[config.mk]
export PLATFORM = sky130hd
export DESIGN_NAME = fwd_hazard_unit
export DESIGN_NICKNAME = d
export VERILOG_FILES = /design/src/rtl/fwd_hazard_unit.sv
export SDC_FILE = /design/constraint.sdc
export NUM_CORES = 1
export LEC_CHECK = 0
export BUFFER_PORTS_ARGS = -buffer_cell sky130_fd_sc_hd__buf_2
export CAP_MARGIN = 40
export CORE_AREA = 2 2 39 41
export DETAILED_ROUTE_END_ITERATION = 12
export DIE_AREA = 0 0 41 43
export PLACE_DENSITY = 0.77
export SYNTH_ARGS = -nofsm -noshare
export SYNTH_HDL_FRONTEND = slang
export SYNTH_SLANG_ARGS = --single-unit
[constraint.sdc]
create_clock -name vclk -period 3.24
set_input_delay 0.486 -clock vclk [all_inputs]
set_output_delay 0.486 -clock vclk [all_outputs]
set_load 0.02 [all_outputs]
[src/rtl/fwd_hazard_unit.sv]
module fwd_hazard_unit #(
  parameter int REG_W = 5
) (
  input  logic [REG_W-1:0] id_rs,
  input  logic [REG_W-1:0] id_rt,
  input  logic [REG_W-1:0] ex_rs,
  input  logic [REG_W-1:0] ex_rt,
  input  logic [REG_W-1:0] ex_rd,
  input  logic             ex_we,
  input  logic             ex_load,
  input  logic [REG_W-1:0] mem_rd,
  input  logic             mem_we,
  input  logic [REG_W-1:0] wb_rd,
  input  logic             wb_we,
  input  logic             id_jump,
  input  logic             ex_br_taken,
  output logic [1:0]       fwd_a,
  output logic [1:0]       fwd_b,
  output logic             stall,
  output logic             bubble_idex,
  output logic             flush_ifid
);

  localparam logic [1:0] SEL_RF  = 2'b00;
  localparam logic [1:0] SEL_WB  = 2'b01;
  localparam logic [1:0] SEL_MEM = 2'b10;
  localparam logic [REG_W-1:0] ZERO = '0;

  logic mem_live, wb_live, load_live, load_use;

  assign mem_live  = mem_we && (mem_rd != ZERO);
  assign wb_live   = wb_we  && (wb_rd  != ZERO);
  assign load_live = ex_load && ex_we && (ex_rd != ZERO);
  assign load_use  = load_live && ((ex_rd == id_rs) || (ex_rd == id_rt));

  function automatic logic [1:0] pick(input logic [REG_W-1:0] src,
                                      input logic m_ok, input logic [REG_W-1:0] m_rd,
                                      input logic w_ok, input logic [REG_W-1:0] w_rd);
    if (m_ok && m_rd == src)      return SEL_MEM;
    else if (w_ok && w_rd == src) return SEL_WB;
    else                          return SEL_RF;
  endfunction

  assign fwd_a = pick(ex_rs, mem_live, mem_rd, wb_live, wb_rd);
  assign fwd_b = pick(ex_rt, mem_live, mem_rd, wb_live, wb_rd);

  assign stall       = load_use && !ex_br_taken;
  assign bubble_idex = stall || ex_br_taken;
  assign flush_ifid  = ex_br_taken || (id_jump && !stall);

  always_comb begin
    assert_sel_code_R1: assert (fwd_a != 2'b11 && fwd_b != 2'b11);
    assert_no_zero_fwd_R4: assert (!((fwd_a != SEL_RF && ex_rs == ZERO) ||
                                     (fwd_b != SEL_RF && ex_rt == ZERO)));
    assert_stall_bubble_R5: assert (!stall || bubble_idex);
    assert_branch_wins_R8: assert (!ex_br_taken || (!stall && flush_ifid && bubble_idex));
    assert_jump_held_R9: assert (!(stall && flush_ifid));
  end

endmodule

Word level (Yosys, flattened, before mapping)
Cells that the tools add are included.

word-level totals
  register bits = 0
  bits in latches = 0
  RAM bits = 0
  ROM bits = 0
  input port bits = 41
  word-level logic and storage cells = 29
  memories = 0

cells by class
  add/subtract/negate cells = 0
  multipliers = 0
  divide/modulo/power cells = 0
  magnitude comparators = 0
  eq/ne operators = 6
  shifts and indexed selects = 0
  mux-type cells = 4
  bitwise logic cells = 0
  reduce and logical (&&, ||, !) cells = 19

operators by type and width
  operator             number
  equality test 5 bit  6
  nonzero test 5 bit   3
  logical AND 1 bit    11
  2-to-1 mux 2 bit     2
  logical OR 1 bit     3
  zero test 1 bit      2
  2-to-1 mux 1 bit     2

Logic depth before layout (Yosys ltp)
Gate-level depths: netlist (run 1).

  depth in word-level cells = 7
  depth in mapped cells = 4
  gate-level depth less buffers = 4

Worst setup path after synthesis (run 1)
No wires, ideal clock.

  path kind = input port to output port
  start = input mem_rd[1]
  end = output fwd_a[0]
  arrival time = 1,834 ps
  setup slack = 920 ps
  stages on the path = 4
  buffers on the path = 0
  path through = or4_1 o21ai_2 nor4_1 nor4_2

on the way
  cells in the longest elaborated chain, start to end = 4

ends and longest elaborated chain
  what                   RTL line  RTL
  start: declaration     11        input logic [REG_W-1:0] mem_rd,
  nonzero test 5 bit     31        assign mem_live = mem_we && (mem_rd != ZERO);
  logical AND 1 bit      31
  logical AND 1 bit (*)  39        if (m_ok && m_rd == src) return SEL_MEM;
  2-to-1 mux 2 bit (*)   39
  end: declaration       17        output logic [1:0] fwd_a,

Mark *: on every way between the ends. The rest lies on a longest branch, timed or not.

Worst setup path in the final report (run 1)
  start = input mem_rd[1]
  end = output fwd_b[0]

on the way
  cells in the longest elaborated chain, start to end = 4

ends and longest elaborated chain
  what                   RTL line  RTL
  nonzero test 5 bit     31
  logical AND 1 bit      31
  logical AND 1 bit (*)  39
  2-to-1 mux 2 bit (*)   39
  end: declaration       18        output logic [1:0] fwd_b,

Marked as above.

==> run metrics, run 1 <==
CTS Hold Bufs=0; Startpoint Class=primary input; WP data required=approximately 2.8 ns; commonest non-fill, non-tap cells in the layout=48 x buf_2, 24 x xor2_1, 6 x xnor2_1; Initial Util=0.3092; area of placed instances=between 600 and 700 um2; Syn Inst Count=55; Final Hold Viols=0; crit path kind=in -> out; post-DR wirelength/cell=between 10 and 15 um; Final ANT Viol Nets=0; GRT Residual Overflow=0; Die X=roughly 41 um; number of diodes=0; WL final=between 1000 and 1500 um; Port Buf Inserts=between 40 and 50; register area=0 um2; Boundary Pins=48; drt first pass iters=3; Resize count post-CTS=0; Pwr Total=0.08377 mW; setup bufs post-CTS=0; pin count of the biggest net entering global routing=5; detailed-route via count=586; slew margin rel.=0.7267; Die ar.=around 1800 um2; initial antenna violation count=0; Synth-to-Final Area Change=60.82%; Leakage=0.3400 nW; min Tclk post-route=roughly 2.3 ns; maxcap violations=0; nets@finish=around 150; RSZ-0062 raised after global routing=no; min-delay src=ex_br_taken; sequential cells=0; status=finished, final reports clean; Yosys warning count=0; Synth Net Count=96; Clock buffer cells=0; average instance area after synthesis=slightly below 8 um2; Mapped Area=~430 um2; critical path peak fanout=3; crit end category=output pin; fmax=430.4 MHz; fin cells=119; Distinct cells, synth=15; Final Cycle Share=0.7171; Final GP Congestion=~0.79; VDD IR max=0.04956 mV; layout cells sized above 1=0.4951; Worst Hold Margin=about 1.3 ns; DIE HEIGHT=between 40 and 50 um; # placed instances=between 100 and 150; first-pass GRT wire length=slightly below 2000 um; via count of the first global-routing pass=545; post-layout instance area=688.2 um2; First DRT Iteration DRCs=2; Slew Limit Fails=0; Min-Delay Path Class=in -> out; final setup TNS=0 ns; DRC viols=0; Rows=14; # setup viols final=0; Worst Hold End=stall; Worst Path Arrival=around 1.8 ns; sequential share of the synthesized area=0; Core Region=approximately 1400 um2; Slew @ Worst Pin=roughly 0.4 ns; Power per Cell Area=~120 nW/um2; Filler cells=about 130; GRT Overall Usage=0.1489; Hold Path Stages=3; Via density=4.924; most common cell after layout, fill and taps aside=buf_2; HPWL Detailed=roughly 1200 um
report_power, final:
group | switching (mW) | internal [mW] | total [mW]
clock network | 0 | 0 | 0
logic | 0.0416 | 0.0422 | 0.0838
registers | 0 | 0 | 0
cell type report:
class	count	area (um2)	area share
multi-input cells	55	427.9	0.6218
repair buffers	48	240.2	0.3491
well taps	16	20.02	0.02909
Yosys cell counts (all sizes together):
master / n / area share
xor2: 24 / 0.49
xnor2: 6 / 0.12
or4: 5 / 0.088
nor4: 4 / 0.088
nor2: 3 / 0.026
nor3: 3 / 0.035
o21ai: 3 / 0.044
nand3: 2 / 0.023
o21bai: 2 / 0.035
a22oi: 1 / 0.018
nand2: 1 / 0.0088
o22a: 1 / 0.020
per-stage QoR:
| step | utilization | worst slack (ns) |
|---|---|---|
| 2_1_floorplan | - | 0.9197 |
| 3_3_place_gp | 0.4973 | 0.9474 |
| 3_5_place_dp | 0.4973 | 0.9132 |
| 4_1_cts | 0.4973 | 0.9066 |
| 5_1_grt | 0.4973 | 0.8149 |
| 6_report | 0.4973 | 0.9165 |
metal layers:
metal,track usage,share of wire
met1,0.1519,0.35
met4,0,0
met2,0.3125,0.53
met3,0.005236,0.13
met5,0,0
worst max-delay path: stages:
cell     delay, ns
buf_2         0.12
or4_1         0.53
o21ai_2       0.14
nor4_1        0.09
nor4_2        0.27
buf_2         0.20
worst max-delay path by stage:
stage | slack (ns) | endpoint | cells past startpoint | startpoint
6_report | 0.92 | fwd_b[0] | 6 | mem_rd[1]
2_1_floorplan | 0.92 | fwd_a[0] | 4 | mem_rd[1]
3_3_place_gp | 0.95 | fwd_a[0] | 6 | mem_rd[1]
4_1_cts | 0.91 | fwd_b[0] | 6 | mem_rd[1]
5_1_grt | 0.81 | fwd_a[0] | 6 | mem_rd[1]
3_5_place_dp | 0.91 | fwd_b[0] | 6 | mem_rd[1]
cells by family after synthesis:
kind of cell | synth area share
simple gates | 0.2690
xor+xnor | 0.6140
compound gates | 0.1169
Note: power is estimated with default switching activity, not from simulation.
==> run 2: changes to the inputs <==
==> constraint.sdc (replaced) <==
create_clock -name vclk -period 2.4
set_input_delay 0.36 -clock vclk [all_inputs]
set_output_delay 0.36 -clock vclk [all_outputs]
set_load 0.02 [all_outputs]
==> run 2 against run 1 <==
  * Core utilization did not move
  * Sequential cell count did not move
  * Total power rose by 34%
  * Sequential share of layout area did not move
  * Via count fell by 0.34%
  * Die area did not move
  * Final area did not move
  * Non-clock buffer count did not move
  * Setup slack got worse by 0.61 ns
  * First-iteration DRC count fell by 50%
  * Global-route usage fell by 0.40 points
  * Critical endpoint unchanged
  * Largest power group unchanged
  * Highest routed layer is now met4
==> run metrics, run 2 (same netlist as run 1, synthesis figures left out) <==
status=finished, final reports clean; RSZ-0062 raised after global routing=no; DIE HEIGHT=43 um (unchanged); most frequent cell on the critical path=buf_2; layout cells sized above 1=0.4951 (unchanged); min-delay src=ex_br_taken; sequential cells=0 (unchanged); Worst Path Buf+Inv=2 (unchanged); Resize count post-CTS=0 (unchanged); Final Cycle Share=0.8713; GRT Residual Overflow=0 (unchanged); WL final=1270 um (-1.0%); Initial Util=0.3092 (unchanged); WP data required=2.04 ns (-0.71 ns); Worst Hold End=stall; Core Region=1384 um2 (unchanged); Port Buf Inserts=48 (unchanged); detailed-route via count=584 (-0.34%); First DRT Iteration DRCs=1 (-1); number of diodes=0 (unchanged); CP peak stage delay=0.53 ns (about the same); commonest non-fill, non-tap cells in the layout=48 x buf_2, 24 x xor2_1, 6 x xnor2_1; critical path peak fanout=3 (unchanged); VDD IR max=0.06782 mV (+37%); Startpoint Class=primary input; slew margin rel.=0.7203 (-0.006323); crit path kind=in -> out; Clock buffer cells=0 (unchanged); GRT Overall Usage=0.1449 (-0.003996); CTS Hold Bufs=0 (unchanged); initial antenna violation count=0 (unchanged); register area=0 um2 (unchanged); CP top delay family=simple AND/OR/NAND/NOR gates; nets@finish=146 (unchanged); Final ANT Viol Nets=0 (unchanged); fmax=about 480 MHz; Final Hold Viols=0 (unchanged); Min-Delay Path Class=in -> out; pin count of the biggest net entering global routing=5 (unchanged); Rows=14 (unchanged); Boundary Pins=48 (unchanged); Setup WS pre-CTS=0.3228 ns (-0.5904 ns); Hold Path Stages=3 (unchanged); DRC viols=0 (unchanged); setup ws final=0.3088 ns (-0.6077 ns); Die ar.=1763 um2 (unchanged); Via density=4.908 (-0.34%); Slew @ Worst Pin=0.4157 ns (+0.009397 ns); Final GP Congestion=0.7938 (about the same); first-pass GRT wire length=1869 um (-3.6%); CP max stage cell=or4_1; most common cell after layout, fill and taps aside=buf_2; HPWL Detailed=1167 um (-2.1%); Worst Path Arrival=1.73 ns (-0.11 ns); via count of the first global-routing pass=549 (+0.73%); Slew Limit Fails=0 (unchanged); min Tclk post-route=approximately 2.1 ns; # setup viols final=0 (unchanged); crit end category=output pin; drt first pass iters=2 (-1); post-DR wirelength/cell=10.67 um (-1.0%); final setup TNS=0 ns (unchanged); Power per Cell Area=163.1 nW/um2 (+34%); final core utilization=0.4973 (unchanged); Pwr Total=0.1123 mW (+34%); Synth-to-Final Area Change=60.82% (unchanged); Leakage=0.3400 nW (unchanged); Die X=41 um (unchanged); CP Cell Sequence=buf_2, or4_1, o21ai_2, nor4_1, nor4_2, buf_2; maxcap violations=0 (unchanged); Filler cells=127 (-0.78%); setup bufs post-CTS=0 (unchanged)
run 2: cell counts in the layout (fill, tap and decap cells not counted):
No cell type changed its count.
run 2: metrics by stage:
step                      hold WS, ns  instance area [um2]  cells
after CTS                       1.030                688.2    119
after detailed placement        1.029                688.2    119
after global placement          1.023                688.2    119
final                           1.031                688.2    119
after global routing            1.050                688.2    119
after floorplan                0.8087                427.9     55
run 2: layout make-up:
class	instances	area (um2)	share of cell area
Timing Repair Buffer	48	240.2	0.3491
Tap cell	16	20.02	0.02909
Multi-Input combinational cell	55	427.9	0.6218
run 2: metal layers:
layer  wire length [um]  share of wire  vias up  track usage
met5                  0              0        -            0
met4                 15          0.012        0      0.02000
met3                139           0.11        2            0
met2                664           0.52       42       0.3094
met1                450           0.35      247       0.1361
li1                   -              -      293            -
run 2: how the worst max path moves through the flow:
stage                          from       end  slack [ns]  depth (start not counted)
after floorplan           mem_rd[1]  fwd_a[0]        0.33                          4
after global placement    mem_rd[1]  fwd_a[0]        0.36                          6
after detailed placement  mem_rd[1]  fwd_b[0]        0.32                          6
after CTS                 mem_rd[1]  fwd_b[0]        0.32                          6
after global routing      mem_rd[1]  fwd_b[0]        0.26                          6
final                     mem_rd[1]  fwd_b[0]        0.31                          6
run 2: where the power goes:
part | switching (mW) | internal [mW] | leakage [nW]
clock network | 0 | 0 | 0
logic | 0.0553 | 0.0569 | 0.340
registers | 0 | 0 | 0
total | 0.0553 | 0.0569 | 0.340
==> run 3: changes to the inputs <==
==> config.mk (replaced) <==
export PLATFORM = sky130hd
export DESIGN_NAME = fwd_hazard_unit
export DESIGN_NICKNAME = d
export VERILOG_FILES = /design/src/rtl/fwd_hazard_unit.sv
export SDC_FILE = /design/constraint.sdc
export NUM_CORES = 1
export LEC_CHECK = 0
export ABC_AREA = 1
export BUFFER_PORTS_ARGS = -buffer_cell sky130_fd_sc_hd__buf_2
export CAP_MARGIN = 40
export CORE_MARGIN = 2
export CORE_UTILIZATION = 39
export DETAILED_ROUTE_END_ITERATION = 12
export PLACE_DENSITY = 0.84
export SYNTH_ARGS = -nofsm -noshare
export SYNTH_HDL_FRONTEND = slang
export SYNTH_SLANG_ARGS = --single-unit
==> run 3 against run 2 <==
  * Total power grew 15%
  * Synthesized area grew 20%
  * Critical path depth grew 4
  * Maximum frequency grew 35%
  * Final cell count grew 35%
  * Sequential share of layout area is the same
  * Final area grew 12%
  * Combinational power grew 16%
  * Global-route usage grew 3.6 points
  * Synthesized cell count grew 78%
  * Routed wire length grew 12%
  * Largest power group unchanged
==> run metrics, run 3 <==
Synth Net Count=139 (+45%); CP top delay family=simple AND/OR/NAND/NOR gates; WL final=1423 um (+12%); Min-Delay Path Class=in -> out; # setup viols final=0 (unchanged); Clock buffer cells=0 (unchanged); Die ar.=1621 um2 (-8.0%); Die X=40.27 um (-1.8%); maxcap violations=0 (unchanged); Mapped Area=513.0 um2 (+20%); GRT Overall Usage=0.1807 (+0.03583); Rows=13 (-1); register area=0 um2 (unchanged); Final ANT Viol Nets=0 (unchanged); Synth-to-Final Area Change=50.49%; HPWL Detailed=1363 um (+17%); slew margin rel.=0.8785 (+0.1582); Power per Cell Area=167.8 nW/um2 (+2.8%); final setup TNS=0 ns (unchanged); first-pass GRT wire length=2056 um (+10%); drt first pass iters=4 (+2); detailed-route via count=750 (+28%); synth cell count leaders=30 x nand2_1, 20 x xnor2_1, 18 x nor2_1, 14 x inv_1, 5 x nand3_1; min-delay src=ex_br_taken; critical path peak fanout=5 (+2); met2 WL=787 um (+19%); WL met3=124 um (-11%); nets@finish=189 (+29%); Pwr Total=0.1295 mW (+15%); Final Hold Viols=0 (unchanged); Leakage=0.4692 nW (+38%); post-synth top area cell=xnor2_1; Final GP Congestion=0.7773 (-2.1%); Port Buf Inserts=48 (unchanged); Final Cycle Share=0.6477 (-0.2237); most common cell after layout, fill and taps aside=buf_2; CP peak stage delay=0.15 ns (-0.38 ns); Distinct cells, synth=12 (-3); Top Layer Used=met3; average instance area after synthesis=5.235 um2 (-33%); Boundary Pins=48 (unchanged); Resize count post-CTS=0 (unchanged); GRT Residual Overflow=0 (unchanged); setup bufs post-CTS=0 (unchanged); commonest non-fill, non-tap cells in the layout=48 x buf_2, 30 x nand2_1, 20 x xnor2_1; DRC viols=0 (unchanged); Synth top area share=0.3415 (-0.1498); CP Cell Sequence=buf_2, nor2_1, nor2_1, nor2_1, nand3_1, nand2_1, nand2_2, nand2_1, nand2_1, buf_2; crit path kind=in -> out; Yosys warning count=0 (unchanged); sequential cells=0 (unchanged); Via density=4.658 (-5.1%); WP data required=2.04 ns (about the same); Slew Limit Fails=0 (unchanged); via count of the first global-routing pass=621 (+13%); CTS Hold Bufs=0 (unchanged); Worst Path Arrival=1.19 ns (-0.54 ns); routed metal-1 wirelength=511 um (+14%); Syn Inst Count=98 (+78%); min Tclk post-route=1.554 ns (-0.5368 ns); CP max stage cell=buf_2; status=finished, final reports clean; number of diodes=0 (unchanged); Worst Path Buf+Inv=2 (unchanged); post-DR wirelength/cell=8.839 um (-17%); sequential share of the synthesized area=0 (unchanged); DIE HEIGHT=40.27 um (-6.4%); most used standard cell by instance count after synthesis=nand2_1; RSZ-0062 raised after global routing=no; Initial Util=0.4043 (+0.09512); crit end category=output pin; worst setup path startpoint=ex_rd[0]; Startpoint Class=primary input; VDD IR max=0.07568 mV (+12%); First DRT Iteration DRCs=3 (+2); initial antenna violation count=0 (unchanged); Slew @ Worst Pin=0.1812 ns (-0.2344 ns); fmax=643.3 MHz (+35%); pin count of the biggest net entering global routing=6 (+1); Core Region=1269 um2 (-8.3%); layout cells sized above 1=0.3630 (-0.1321); most area-consuming cells after synthesis=xnor2_1 34%, nand2_1 22%, nor2_1 13%
## run 3: cell types whose count changed in the layout (fill, tap and decap cells not counted), moves of 2 or more
cell / change
nor3_2: +2
nor4_1: -2
o21bai_1: -2
inv_1: +14
xnor2_1: +14
nor3_1: -3
or4_1: -5
xor2_1: -22
nor4_2: -2
nor2_1: +15
nand2_1: +29
nand3_1: +3
nand4_1: +3
## run 3: cell type report
type	instances	area (um2)
fill	128	496.7
timing repair buffer	48	240.2
multi-input combinational	83	456.7
tap	15	18.77
inverter	15	56.30
## run 3: worst paths after layout
| check | end | slack (ns) | cells past startpoint |
|---|---|---|---|
| min | stall | 0.99 | 3 |
| max | flush_ifid | 0.85 | 10 |
## run 3: per-stage QoR
step	hold WS [ns]	worst slack (ns)	utilization	cells	cell area, um2
after floorplan	0.7998	0.9005	-	98	513.0
after global placement	0.9835	0.8739	0.6085	161	772.0
after detailed placement	0.9869	0.8292	0.6085	161	772.0
after CTS	0.9878	0.8298	0.6085	161	772.0
after global routing	1.015	0.7209	0.6085	161	772.0
final	0.9866	0.8456	0.6085	161	772.0
## run 3: routing by layer
| layer | global-route usage | vias to the layer above |
|---|---|---|
| met5 | 0 | - |
| met1 | 0.1623 | 322 |
| met4 | 0.02500 | 0 |
| met2 | 0.4194 | 34 |
| li1 | - | 394 |
| met3 | 0.01111 | 0 |
## run 3: cells by family after synthesis
group                     Yosys count  synth area share
and+or+nand+nor                    59            0.4878
xor gates and xnor gates           22            0.3756
buffers and inverters              15            0.1097
AOI/OAI and AO/OA                   2           0.02682
## run 3: report_power, final
| group | internal [mW] | leakage [nW] | switching (mW) | total [mW] |
|---|---|---|---|---|
| clock | 0 | 0 | 0 | 0 |
| sequential | 0 | 0 | 0 | 0 |
| combinational | 0.0640 | 0.469 | 0.0655 | 0.130 |
